===== src/rtl/patch_pkg.sv =====
package patch_pkg;
  // register port byte width
  localparam int BYTE_W = 8;
  // a trap address is split into this many bytes
  localparam int ADDR_BYTES = 2;
endpackage


===== src/rtl/patch_cmp.sv =====
module patch_cmp #(
  parameter int ADDR_W = 16
) (
  input  logic [ADDR_W-1:0] fetch_addr,
  input  logic              fetch_opcode,
  input  logic [ADDR_W-1:0] trap_addr,
  input  logic              armed,
  output logic              hit
);
  // qualify the equality with both the arm bit and the opcode strobe
  assign hit = fetch_opcode && armed && (fetch_addr == trap_addr);
endmodule


===== src/rtl/patch_regs.sv =====
module patch_regs
  import patch_pkg::*;
#(
  parameter int              N_TRAP   = 2,
  parameter int              ADDR_W   = 16,
  parameter logic [ADDR_W-1:0] REG_BASE = 16'h0FF8
) (
  input  logic                           clk,
  input  logic                           rst_n,
  input  logic [ADDR_W-1:0]              reg_addr,
  input  logic                           reg_wr,
  input  logic [BYTE_W-1:0]              reg_wdata,
  output logic [BYTE_W-1:0]              reg_rdata,
  output logic [N_TRAP-1:0][ADDR_W-1:0]  trap_addr,
  output logic [N_TRAP-1:0]              armed,
  output logic                           rom_sel
);
  localparam logic [ADDR_W-1:0] CTRL_ADDR = REG_BASE + ADDR_W'(ADDR_BYTES * N_TRAP);

  logic [N_TRAP-1:0][ADDR_W-1:0] addr_q;
  logic [N_TRAP-1:0]             arm_q;
  logic                          sel_q;

  always_ff @(posedge clk or negedge rst_n) begin
    if (!rst_n) begin
      addr_q <= '0;
      arm_q  <= '0;
      sel_q  <= 1'b0;
    end else if (reg_wr) begin
      for (int i = 0; i < N_TRAP; i++) begin
        if (reg_addr == REG_BASE + ADDR_W'(ADDR_BYTES * i))
          addr_q[i][ADDR_W-1:BYTE_W] <= reg_wdata;
        if (reg_addr == REG_BASE + ADDR_W'(ADDR_BYTES * i + 1))
          addr_q[i][BYTE_W-1:0] <= reg_wdata;
      end
      if (reg_addr == CTRL_ADDR) begin
        arm_q <= reg_wdata[N_TRAP-1:0];
        sel_q <= reg_wdata[N_TRAP];
      end
    end
  end

  always_comb begin
    reg_rdata = '0;
    for (int i = 0; i < N_TRAP; i++) begin
      if (reg_addr == REG_BASE + ADDR_W'(ADDR_BYTES * i))
        reg_rdata = addr_q[i][ADDR_W-1:BYTE_W];
      if (reg_addr == REG_BASE + ADDR_W'(ADDR_BYTES * i + 1))
        reg_rdata = addr_q[i][BYTE_W-1:0];
    end
    if (reg_addr == CTRL_ADDR) begin
      reg_rdata[N_TRAP-1:0] = arm_q;
      reg_rdata[N_TRAP]     = sel_q;
    end
  end

  assign trap_addr = addr_q;
  assign armed     = arm_q;
  assign rom_sel   = sel_q;

  // leaving reset: every trap disarmed
  assert_reset_disarmed_R1: assert property (@(posedge clk) disable iff (!rst_n)
    $rose(rst_n) |-> (arm_q == '0));

  // trap addresses change only after a write cycle
  assert_addr_hold_R2: assert property (@(posedge clk) disable iff (!rst_n)
    !$past(reg_wr) |-> $stable(addr_q));

  // a control write lands on the next edge
  assert_ctrl_write_R11: assert property (@(posedge clk) disable iff (!rst_n)
    $past(reg_wr && reg_addr == CTRL_ADDR) |-> (arm_q == $past(reg_wdata[N_TRAP-1:0])));
endmodule


===== src/rtl/patch_redirect.sv =====
module patch_redirect
  import patch_pkg::*;
#(
  parameter int                N_TRAP       = 2,
  parameter int                ADDR_W       = 16,
  parameter logic [ADDR_W-1:0] REG_BASE     = 16'h0FF8,
  parameter logic [ADDR_W-1:0] VEC_RAM_BASE = 16'h0100,
  parameter logic [ADDR_W-1:0] VEC_ROM_BASE = 16'hF100,
  parameter logic [ADDR_W-1:0] VEC_STRIDE   = 16'h0020
) (
  input  logic              clk,
  input  logic              rst_n,
  input  logic [15:0]       reg_addr,
  input  logic              reg_wr,
  input  logic [7:0]        reg_wdata,
  output logic [7:0]        reg_rdata,
  input  logic [15:0]       fetch_addr,
  input  logic              fetch_opcode,
  output logic              redir_hit,
  output logic [15:0]       out_addr
);
  localparam int IDX_W = (N_TRAP > 1) ? $clog2(N_TRAP) : 1;

  logic [N_TRAP-1:0][ADDR_W-1:0] trap_addr;
  logic [N_TRAP-1:0]             armed;
  logic                          rom_sel;
  logic [N_TRAP-1:0]             hit_vec;
  logic [IDX_W-1:0]              win_idx;
  logic [ADDR_W-1:0]             vec_base;
  logic [ADDR_W-1:0]             vec_addr;

  patch_regs #(
    .N_TRAP   (N_TRAP),
    .ADDR_W   (ADDR_W),
    .REG_BASE (REG_BASE)
  ) u_regs (
    .clk       (clk),
    .rst_n     (rst_n),
    .reg_addr  (reg_addr),
    .reg_wr    (reg_wr),
    .reg_wdata (reg_wdata),
    .reg_rdata (reg_rdata),
    .trap_addr (trap_addr),
    .armed     (armed),
    .rom_sel   (rom_sel)
  );

  for (genvar g = 0; g < N_TRAP; g++) begin : g_cmp
    patch_cmp #(.ADDR_W(ADDR_W)) u_cmp (
      .fetch_addr   (fetch_addr),
      .fetch_opcode (fetch_opcode),
      .trap_addr    (trap_addr[g]),
      .armed        (armed[g]),
      .hit          (hit_vec[g])
    );
  end

  // lowest index wins: scan downward so the last assignment is the smallest hit
  always_comb begin
    win_idx = '0;
    for (int i = N_TRAP - 1; i >= 0; i--) begin
      if (hit_vec[i]) win_idx = IDX_W'(i);
    end
  end

  assign vec_base  = rom_sel ? VEC_ROM_BASE : VEC_RAM_BASE;
  assign vec_addr  = vec_base + ({{(ADDR_W-IDX_W){1'b0}}, win_idx} * VEC_STRIDE);
  assign redir_hit = |hit_vec;
  assign out_addr  = redir_hit ? vec_addr : fetch_addr;

  // a redirect only ever follows an opcode fetch
  assert_hit_needs_fetch_R8: assert property (@(posedge clk) disable iff (!rst_n)
    redir_hit |-> fetch_opcode);

  // a redirect always lands on a vector slot of the selected region
  assert_vector_slot_R6: assert property (@(posedge clk) disable iff (!rst_n)
    redir_hit |-> (((out_addr - vec_base) % VEC_STRIDE) == '0));

  // trap 0 hit takes trap 0 vector regardless of the others
  assert_trap0_priority_R9: assert property (@(posedge clk) disable iff (!rst_n)
    hit_vec[0] |-> (out_addr == vec_base));

  // no hit: address passes through
  assert_passthrough_R10: assert property (@(posedge clk) disable iff (!rst_n)
    !redir_hit |-> (out_addr == fetch_addr));
endmodule


===== config.mk =====
export PLATFORM = sky130hd
export DESIGN_NAME = patch_redirect
export DESIGN_NICKNAME = d
export VERILOG_FILES = /design/src/rtl/patch_pkg.sv /design/src/rtl/patch_cmp.sv /design/src/rtl/patch_regs.sv /design/src/rtl/patch_redirect.sv
export SDC_FILE = /design/constraint.sdc
export NUM_CORES = 1
export LEC_CHECK = 0
export BUFFER_PORTS_ARGS = -buffer_cell sky130_fd_sc_hd__clkbuf_2
export CAP_MARGIN = 20
export CORE_UTILIZATION = 45
export CTS_BUF_LIST = sky130_fd_sc_hd__clkbuf_2 sky130_fd_sc_hd__clkbuf_4 sky130_fd_sc_hd__clkbuf_8
export CTS_CLUSTER_DIAMETER = 80
export CTS_CLUSTER_SIZE = 30
export DETAILED_ROUTE_END_ITERATION = 6
export PLACE_DENSITY = 0.75
export SYNTH_ARGS = -nofsm -noshare
export SYNTH_HDL_FRONTEND = slang
export SYNTH_SLANG_ARGS = --single-unit

===== constraint.sdc =====
create_clock -name clk -period 3.9 [get_ports clk]
set_input_delay 0.78 -clock clk [delete_from_list [all_inputs] [get_ports clk]]
set_output_delay 0.78 -clock clk [all_outputs]
set_load 0.05 [all_outputs]

**Word-level counts from Yosys, hierarchy flattened**

Cells that the tools add are included.
W data, S select, Z words.

- RAM bits: 0
- Memories: 0
- Output and inout bits: 25
- Register bits after elaboration: 35
- Latch bits: 0
- Logic and storage cells: 33
- Bits in read-only memories: 0

- Reductions and logical operators: 10
- Add/sub/neg operators: 1
- Multiply operators: 0
- Div/mod/pow operators: 0
- $lt $le $gt $ge: 0
- Bitwise logic cells: 0
- Eq/ne operators: 7
- Mux-type cells: 9
- Shift-type cells: 0

Operators with widths:

| operator | number |
|---|---|
| $eq A16 B12 Y1 const B | 5 |
| $eq A16 B16 Y1 | 2 |
| $mux W16 | 2 |
| $mux W8 | 4 |
| $add A16 B6 Y16 | 1 |
| $reduce_and A2 Y1 | 5 |
| $logic_and A1 B1 Y1 | 4 |
| $mux W3 | 1 |
| $mux W1 | 2 |
| $reduce_or A2 Y1 | 1 |

**Depth between registers and ports, before layout**

Gate-level depths: netlist of the first run.

- Depth in word-level cells: 6
- Gate-level depth with buffers: 6

**Hierarchy**

From an unflattened synthesis of the first run, not the netlist that was laid out.

- Cell total of the unflattened synthesis: 209
- Area, all modules: 2321.0 µm²

Modules (own cells, without submodules):

| module | area each (µm²) | cells an instance | times used |
|---|---|---|---|
| patch_regs | 1813.0 | 144 | 1 |
| patch_cmp | 183.9 | 22 | 2 |
| patch_redirect | 140.1 | 21 | 1 |

**Least setup slack after synthesis of the first run**

OpenSTA, ideal clock, no wires.

- Path kind: input port to output port
- Start: input fetch_addr[11]
- End: output redir_hit
- Arrival time: 2.556 ns
- Path slack: 0.564 ns
- Cell stages on the path: 4
- Cells stage by stage: xor2_1 -> nor4_1 -> nand4_1 -> o31ai_1

- Cells in the longest elaborated chain, start to end: 3
- Elaborated cells on any way between the ends: 5
- Those cells by class: eq/ne (2); reduce/logical (3)

Ends and longest elaborated chain:

| element | RTL line | source |
|---|---|---|
| start, declared | patch_redirect.sv:17 | `input logic [15:0] fetch_addr,` |
| $eq A16 B16 Y1 | patch_cmp.sv:11 | `assign hit = fetch_opcode && armed && (fetch_addr == trap_addr);` |
| $logic_and A1 B1 Y1 | patch_cmp.sv:11 |  |
| $reduce_or A2 Y1 * | patch_redirect.sv:68 | `assign redir_hit = \|hit_vec;` |
| end, declared | patch_redirect.sv:19 | `output logic redir_hit,` |

Mark *: on every way between the ends. The rest lies on a longest branch, timed or not.

**Final worst setup path of the first run**

- Start: input fetch_addr[14]
- End: output out_addr[12]

- Cells in the longest elaborated chain, start to end: 6
- Elaborated cells on any way between the ends: 9
- Those cells by class: add/sub (1); eq/ne (2); mux (3); reduce/logical (3)

Ends and longest elaborated chain:

| element | RTL line | source |
|---|---|---|
| $eq A16 B16 Y1 | patch_cmp.sv:11 |  |
| $logic_and A1 B1 Y1 | patch_cmp.sv:11 |  |
| $mux W1 (2 in a row) | patch_redirect.sv:62 | `if (hit_vec[i]) win_idx = IDX_W'(i);` |
| $add A16 B6 Y16 | patch_redirect.sv:67 | `assign vec_addr = vec_base + ({{(ADDR_W-IDX_W){1'b0}}, win_idx} * VEC_STRIDE);` |
| $mux W16 * | patch_redirect.sv:69 | `assign out_addr = redir_hit ? vec_addr : fetch_addr;` |
| end, declared | patch_redirect.sv:20 | `output logic [15:0] out_addr` |

Marks and branches as above.

==> results.toml, run 1 <==
[drt]
viasPerCell = 5.43
drt_first_pass_iters = 6
wl_per_cell_um = 17.4
postRouteWirelength_mm = 5.33
drc_errors = 2
antenna_left = 0
vias = 1666
drt_iter0_drc = 82

[pwr]
p_leak_nw = 1.37
vdd_ir_drop_max_v = 0.000152
power_mw = 0.724
power-per-cell-area_nw_per_um2 = 272

[clock_tree]
clk-insertion-delay-late_ps = 280
cts-root-buf = "clkbuf_8"
cts_tree = "done"
cts_buffers = 5
h-tree-depth = 2
clock-sinks = 35
cts_setup_buffers = 0
clk_path_buf_depth = 2
clk_pin_slew_ps = 70
cts_resized = 0
cts_hold_buf = 0

[synth]
synth_top_area_share = 0.399
yosysTopAreaCell = "dfrtp_1"
synth_area_um2 = 2190
syn_nets = 226
synth_seq_area_share = 0.399
ys.warnings.count = 0
synth_area_per_cell_um2 = 12.1
synth.ff_latch_count = 35
ys_types = 31
synth_area_leaders = "dfrtp_1, mux2_2, mux4_2"
syn_inst = 182

[timing]
period_minus_slack_ps = 3350
setup_viol = 0
tightest_slew_ps = 895
hold_violations = 0
relSlewSlack = 0.403
setup-tns-final_ps = 0
period_share = 0.859
final_max_slew_viol_count = 0
grt_setup_unrepaired = "no"
setup_ws_ps = 552
max_freq_mhz = 299
whs_ps = 550
finalClockSkew_ps = 0

[critical_path]
cpMaxStageDelayCell = "nor4_1"
path_depth = 8
crit_top_cell = "clkbuf_2"
rr_worst_depth = 1
reg2reg_from = "u_regs.rom_sel"
path_delay_family = "buffers and inverters"
r2r_end = "u_regs.rom_sel"
cp_cell_sequence = "clkbuf_2, xor2_1, nor4_1, nand3b_1, o2bb2ai_1, buf_4, mux2_2, clkbuf_2"
crit_path_max_incr_delay_ps = 370
crit_arrival_ps = 2570
cp_num_buf_inv = 3
worstPathRequired_ps = 3120
critical_path.endpoint_type = "output port"
crit_type = "input pin to output port"
ff2ff_setup_slack_ps = 3020
path_max_fanout = 10
cp-start-kind = "input pin"

[global_routing]
grt_pass1_wl_mm = 8.40
grt_pass1_vias = 1674
grt_max_degree = 36
grt_usage = 0.226
grt.overflow.total = 0
antenna_found_initial = 0

[final_layout]
drive_gt1_frac = 0.510
final_area_um2 = 2660
final_cells = 307
postLayoutCoreUtil = 0.567
layout.nets = 298
seq_area_um2 = 876
multi_input_area_um2 = 1250
area_growth_pct = 21.4
antennaDiodeCount = 0
fill_cells = 416

[place]
hpwl_mm = 4.07
place_congestion = 0.862
place_inst = 301
portBuffers = 68
placed_cell_area_um2 = 2590
place_ws_ps = 559

[status]
violations = "DRC"
status = "complete, but fails checks"

[floorplan]
core_um2 = 4690
die_h_um = 71.8
row_count = 25
design.die.area_um2 = 5160
die_w_um = 71.8
ios = 69
start_util = 0.467

[worst_hold_path]
whs_path_depth = 1
hold_path_startpoint = "u_regs.trap_addr[22]"
min_path_type = "register to register"
hold_end = "u_regs.trap_addr[22]"

[job]
maxCapViolCount = 0
## final cells by class
class	instances	area share
clock buffer	6	0.0287
inverter	11	0.0155
sequential	35	0.329
tap	54	0.0254
multi-input combinational	131	0.468
timing repair buffer	70	0.133
## how the worst max path moves through the flow
| stage | startpoint | end |
|---|---|---|
| floorplan | fetch_addr[11] | redir_hit |
| global placement | fetch_addr[14] | out_addr[12] |
| detailed placement | fetch_addr[14] | out_addr[12] |
| CTS | fetch_addr[14] | out_addr[12] |
| global route | fetch_addr[11] | out_addr[12] |
| finish | fetch_addr[14] | out_addr[12] |
## cell usage after synthesis (all sizes together)
master   number
and3          1
nor4          5
and2b         1
nand4b        1
dfrtp        35
and4b         1
o31ai         1
buf           4
a22o          3
mux2         39
xnor2        19
a21oi         1
inv          11
o2bb2ai       1
nand3b        1
or3b          1
nor2         14
mux4          8
xor2         13
clkbuf        1
nand2         3
nand4bb       1
nand3         3
or2           2
and2          5
nand4         7
## routing by layer
layer | vias up | GRT usage | part of all wire
li1 | 793 | - | -
met3 | 6 | 0.0422 | 0.044
met1 | 816 | 0.286 | 0.43
met5 | - | 0 | 0
met2 | 51 | 0.395 | 0.52
met4 | 0 | 0.0610 | 0.0054
## registers in the layout, summed over array words and instances (netlist names)
name and cells:
u_regs.trap_addr 32, u_regs.armed 2, u_regs.rom_sel 1
## placed cells by master (no fill, tap or decap), types with 2 or more instances in the layout
cell	count
nand3_1	2
xnor2_1	19
buf_4	2
clkbuf_8	5
mux2_2	39
xor2_1	13
nand2_1	3
and2_1	5
inv_1	11
nand4_1	6
nor2_1	14
dfrtp_1	35
nor4_1	4
mux4_2	8
a22o_1	3
clkbuf_2	68
## report_power, final
group          internal [mW]  switching (mW)  total [mW]  leakage (nW)
clock                  0.126           0.117       0.243        0.0406
sequential             0.363        0.000121       0.363         0.489
combinational         0.0400          0.0785       0.118         0.841
## cells by family after synthesis
| kind of cell | Yosys count | share of synthesized area |
|---|---|---|
| flops | 35 | 0.399 |
| mux | 47 | 0.282 |
| simple gates | 46 | 0.136 |
| buf+inv | 16 | 0.0325 |
| compound gates | 6 | 0.0217 |
| xor+xnor | 32 | 0.128 |
Note: power is estimated with default switching activity, not from simulation.
==> run 2, diff against run 1 <==
Settings changed: CORE_MARGIN set to 3.
==> results.toml, run 2 (synthesis gave the netlist of run 1 again) <==
[final_layout]
final_area_um2 = 2700
postLayoutCoreUtil = 0.596
drive_gt1_frac = 0.514
fill_cells = 388
antennaDiodeCount = 0
layout.nets = 298
seq_area_um2 = 876
multi_input_area_um2 = 1250
largest_register_ffs = 32
area_growth_pct = 23.3
mostFrequentLayoutCells = "clkbuf_2, mux2_2, dfrtp_1"
final_common_cell = "clkbuf_2"

[pwr]
power-per-cell-area_nw_per_um2 = 287
p_comb_frac = 0.153
p_switching_mw = 0.204
p_clk_frac = 0.378
p_seq_frac = 0.469
cellInternalPower_mw = 0.571
swShare = 0.263
vdd_ir_drop_max_v = 0.000159
p_leak_nw = 1.38

[drt]
postRouteWirelength_mm = 5.66
drt_iter0_drc = 87
vias = 1674
drc_errors = 0
wl_per_cell_um = 17.7
viasPerCell = 5.23
antenna_left = 0
drt_first_pass_iters = 4

[global_routing]
met1_usage = 0.315
grt_pass1_wl_mm = 8.85
grt_pass1_vias = 1679
antenna_found_initial = 0
grt_usage = 0.214
grt.overflow.total = 0
use_met2 = 0.315
grt_max_degree = 36
gr-usage-met3 = 0.0449
top_usage_layer = "met1"

[floorplan]
row_count = 24
die_h_um = 75.8
die_w_um = 75.8
start_util = 0.484
core_um2 = 4530
design.die.area_um2 = 5750
ios = 69

[place]
portBuffers = 68
placed_cell_area_um2 = 2600
hpwl_mm = 4.36
place_congestion = 0.767

[timing]
period_share = 0.856
whs_ps = 555
grt_setup_unrepaired = "no"
setup_viol = 0
finalClockSkew_ps = 0
setup-tns-final_ps = 0
final_max_slew_viol_count = 0
hold_violations = 0
relSlewSlack = 0.406
period_minus_slack_ps = 3340
tightest_slew_ps = 890
max_freq_mhz = 300

[critical_path]
crit_type = "input pin to output port"
path_max_fanout = 7
critical_path.endpoint_type = "output port"
rr_worst_depth = 1
cp-start-kind = "input pin"
crit_arrival_ps = 2560
worstPathRequired_ps = 3120

[worst_hold_path]
min_path_type = "register to register"
whs_path_depth = 1

[clock_tree]
cts-root-buf = "clkbuf_8"
cts_tree = "done"
cts_hold_buf = 0
h-tree-depth = 2
cts_resized = 0
cts_buffers = 5
clk-insertion-delay-late_ps = 280
clk_path_buf_depth = 2
clock-sinks = 35
clk_pin_slew_ps = 60
cts_setup_buffers = 0

[status]
status = "completed"

[job]
maxCapViolCount = 0
run 2: final cells by class:
class,instances,area share
clock buffer,8,0.0384
inverter,11,0.0153
multi-input combinational,131,0.461
sequential,35,0.324
tap,65,0.0301
timing repair buffer,70,0.131
run 2: critical path, stage by stage:
cell and delay, ps:
clkbuf_2 110, xor2_1 140, nor4_1 390, nand3b_1 160
o2bb2ai_1 220, buf_4 190, mux2_2 340, clkbuf_2 230
run 2: per-layer routing:
| layer | routed length (µm) | share of wire | vias to the layer above |
|---|---|---|---|
| met3 | 350 | 0.062 | 8 |
| li1 | - | - | 788 |
| met2 | 2600 | 0.46 | 61 |
| met4 | 74 | 0.013 | 0 |
| met5 | 0 | 0 | - |
| met1 | 2640 | 0.47 | 817 |
run 2: power by group through the flow:
stage | Clock, mW | Sequential, mW | Combinational, mW
after global placement | 0 | 0.370 | 0.119
after floorplan | 0 | 0.370 | 0.0646
after detailed placement | 0 | 0.370 | 0.119
after CTS | 0.299 | 0.363 | 0.119
after global routing | 0.319 | 0.363 | 0.129
final | 0.293 | 0.363 | 0.119
run 2: path summary, 6_finish.rpt:
check                                      from                   end  slack (ps)
worst min register to register  u_regs.armed[0]       u_regs.armed[0]         550
max in group asynchronous                 rst_n  u_regs.trap_addr[31]        2740
worst min-delay path            u_regs.armed[0]       u_regs.armed[0]         550
worst max-delay path             fetch_addr[15]          out_addr[12]         560
min in group asynchronous                 rst_n   u_regs.trap_addr[3]         610
worst max register to register   u_regs.rom_sel        u_regs.rom_sel        3050
run 2: per-stage QoR:
step / power (mW) / setup WS, ps / std cells
after floorplan: 0.435 / 564 / 182
after global placement: 0.489 / 626 / 312
after detailed placement: 0.489 / 560 / 312
after CTS: 0.782 / 551 / 320
after global routing: 0.810 / 377 / 320
final: 0.775 / 561 / 320
==> run 3, diff against run 2 <==
Settings changed: PLACE_DENSITY 0.75 to unset, PLACE_DENSITY_LB_ADDON set to 0.2, SKIP_LAST_GASP set to 1.
==> results.toml, run 3 (synthesis gave the netlist of run 1 again) <==
[timing]
hold_violations = 0
grt_setup_unrepaired = "no"
setup-tns-final_ps = 0
finalClockSkew_ps = 0
setup_viol = 0
final_max_slew_viol_count = 0
period_share = 0.877
period_minus_slack_ps = 3420
max_freq_mhz = 292
setup_ws_ps = 478
tightest_slew_ps = 855
relSlewSlack = 0.430

[clock_tree]
clk-insertion-delay-late_ps = 290
h-tree-depth = 2
cts-root-buf = "clkbuf_8"
cts_hold_buf = 0
cts_tree = "done"
cts_buffers = 5
clock-sinks = 35
clk_path_buf_depth = 2
clk_pin_slew_ps = 60
cts_resized = 0
cts_setup_buffers = 0

[critical_path]
cp_cell_sequence = "clkbuf_2, xor2_1, nor4_1, nand3b_1, o2bb2ai_1, buf_4, mux2_2, clkbuf_2"
crit_arrival_ps = 2640
cpMaxStageDelayCell = "nor4_1"
path_max_fanout = 10
cp-start-kind = "input pin"
crit_top_cell = "clkbuf_2"
critical_path.endpoint_type = "output port"
rr_worst_depth = 1
worstPathRequired_ps = 3120
crit_path_max_incr_delay_ps = 430
crit_type = "input pin to output port"

[pwr]
p_leak_nw = 1.37
power-per-cell-area_nw_per_um2 = 271
vdd_ir_drop_max_v = 0.000176

[drt]
drt_iter0_drc = 67
antenna_left = 0
drt_first_pass_iters = 4
drc_errors = 0
vias = 1669
viasPerCell = 5.25
postRouteWirelength_mm = 5.42
wl_per_cell_um = 17.1

[final_layout]
area_growth_pct = 22.0
layout.nets = 298
drive_gt1_frac = 0.510
final_common_cell = "clkbuf_2"
multi_input_area_um2 = 1250
final_area_um2 = 2680
largest_register_ffs = 32
fill_cells = 415
mostFrequentLayoutCells = "clkbuf_2, mux2_2, dfrtp_1"
antennaDiodeCount = 0
final_cells = 318
seq_area_um2 = 876
postLayoutCoreUtil = 0.590

[global_routing]
grt.overflow.total = 0
grt_pass1_vias = 1650
grt_max_degree = 36
antenna_found_initial = 0
grt_usage = 0.207
grt_pass1_wl_mm = 8.39

[floorplan]
ios = 69
design.die.area_um2 = 5750
start_util = 0.484
die_h_um = 75.8
core_um2 = 4530
row_count = 24
die_w_um = 75.8

[place]
portBuffers = 68
place_ws_ps = 464
hpwl_mm = 4.23
place_congestion = 0.826
placed_cell_area_um2 = 2600
place_inst = 312

[worst_hold_path]
min_path_type = "register to register"
whs_path_depth = 1

[status]
status = "completed"

[job]
maxCapViolCount = 0
[run 3: area by class of cell]
cell class | count | share of cell area
multi-input combinational | 131 | 0.466
sequential | 35 | 0.327
timing repair buffer | 70 | 0.133
tap | 65 | 0.0304
clock buffer | 6 | 0.0285
inverter | 11 | 0.0154
[run 3: metrics by stage]
stage,hold slack [ps],power (mW)
after floorplan,484,0.435
after global placement,529,0.488
after detailed placement,540,0.488
after CTS,553,0.735
after global routing,576,0.756
final,554,0.725
[run 3: final timing paths]
path	slack [ps]	to	from
worst max-delay path	480	out_addr[14]	fetch_addr[14]
worst min-delay path	550	u_regs.trap_addr[20]	u_regs.trap_addr[20]
worst max register to register	3010	u_regs.rom_sel	u_regs.rom_sel
worst min register to register	550	u_regs.trap_addr[20]	u_regs.trap_addr[20]
max in group asynchronous	2770	u_regs.trap_addr[16]	rst_n
min in group asynchronous	590	u_regs.trap_addr[12]	rst_n
[run 3: worst max-delay path, delay by kind of cell]
family                    cells  cell delay, ps
buffers and inverters         3             560
and+or+nand+nor               2             600
AOI/OAI and AO/OA             1             220
muxes                         1             340
xor gates and xnor gates      1             150
[run 3: metal layers]
metal	vias to the layer above	share of wire	routed length, µm	GRT usage
met4	0	0.011	57	0.0583
li1	792	-	-	-
met2	50	0.51	2780	0.342
met5	-	0	0	0
met1	822	0.41	2230	0.268
met3	5	0.066	357	0.0528
[run 3: power breakdown]
part / internal (mW) / switching, mW
Sequential: 0.363 / 0.000126
Combinational: 0.0399 / 0.0771
Clock: 0.126 / 0.119
Total: 0.529 / 0.196
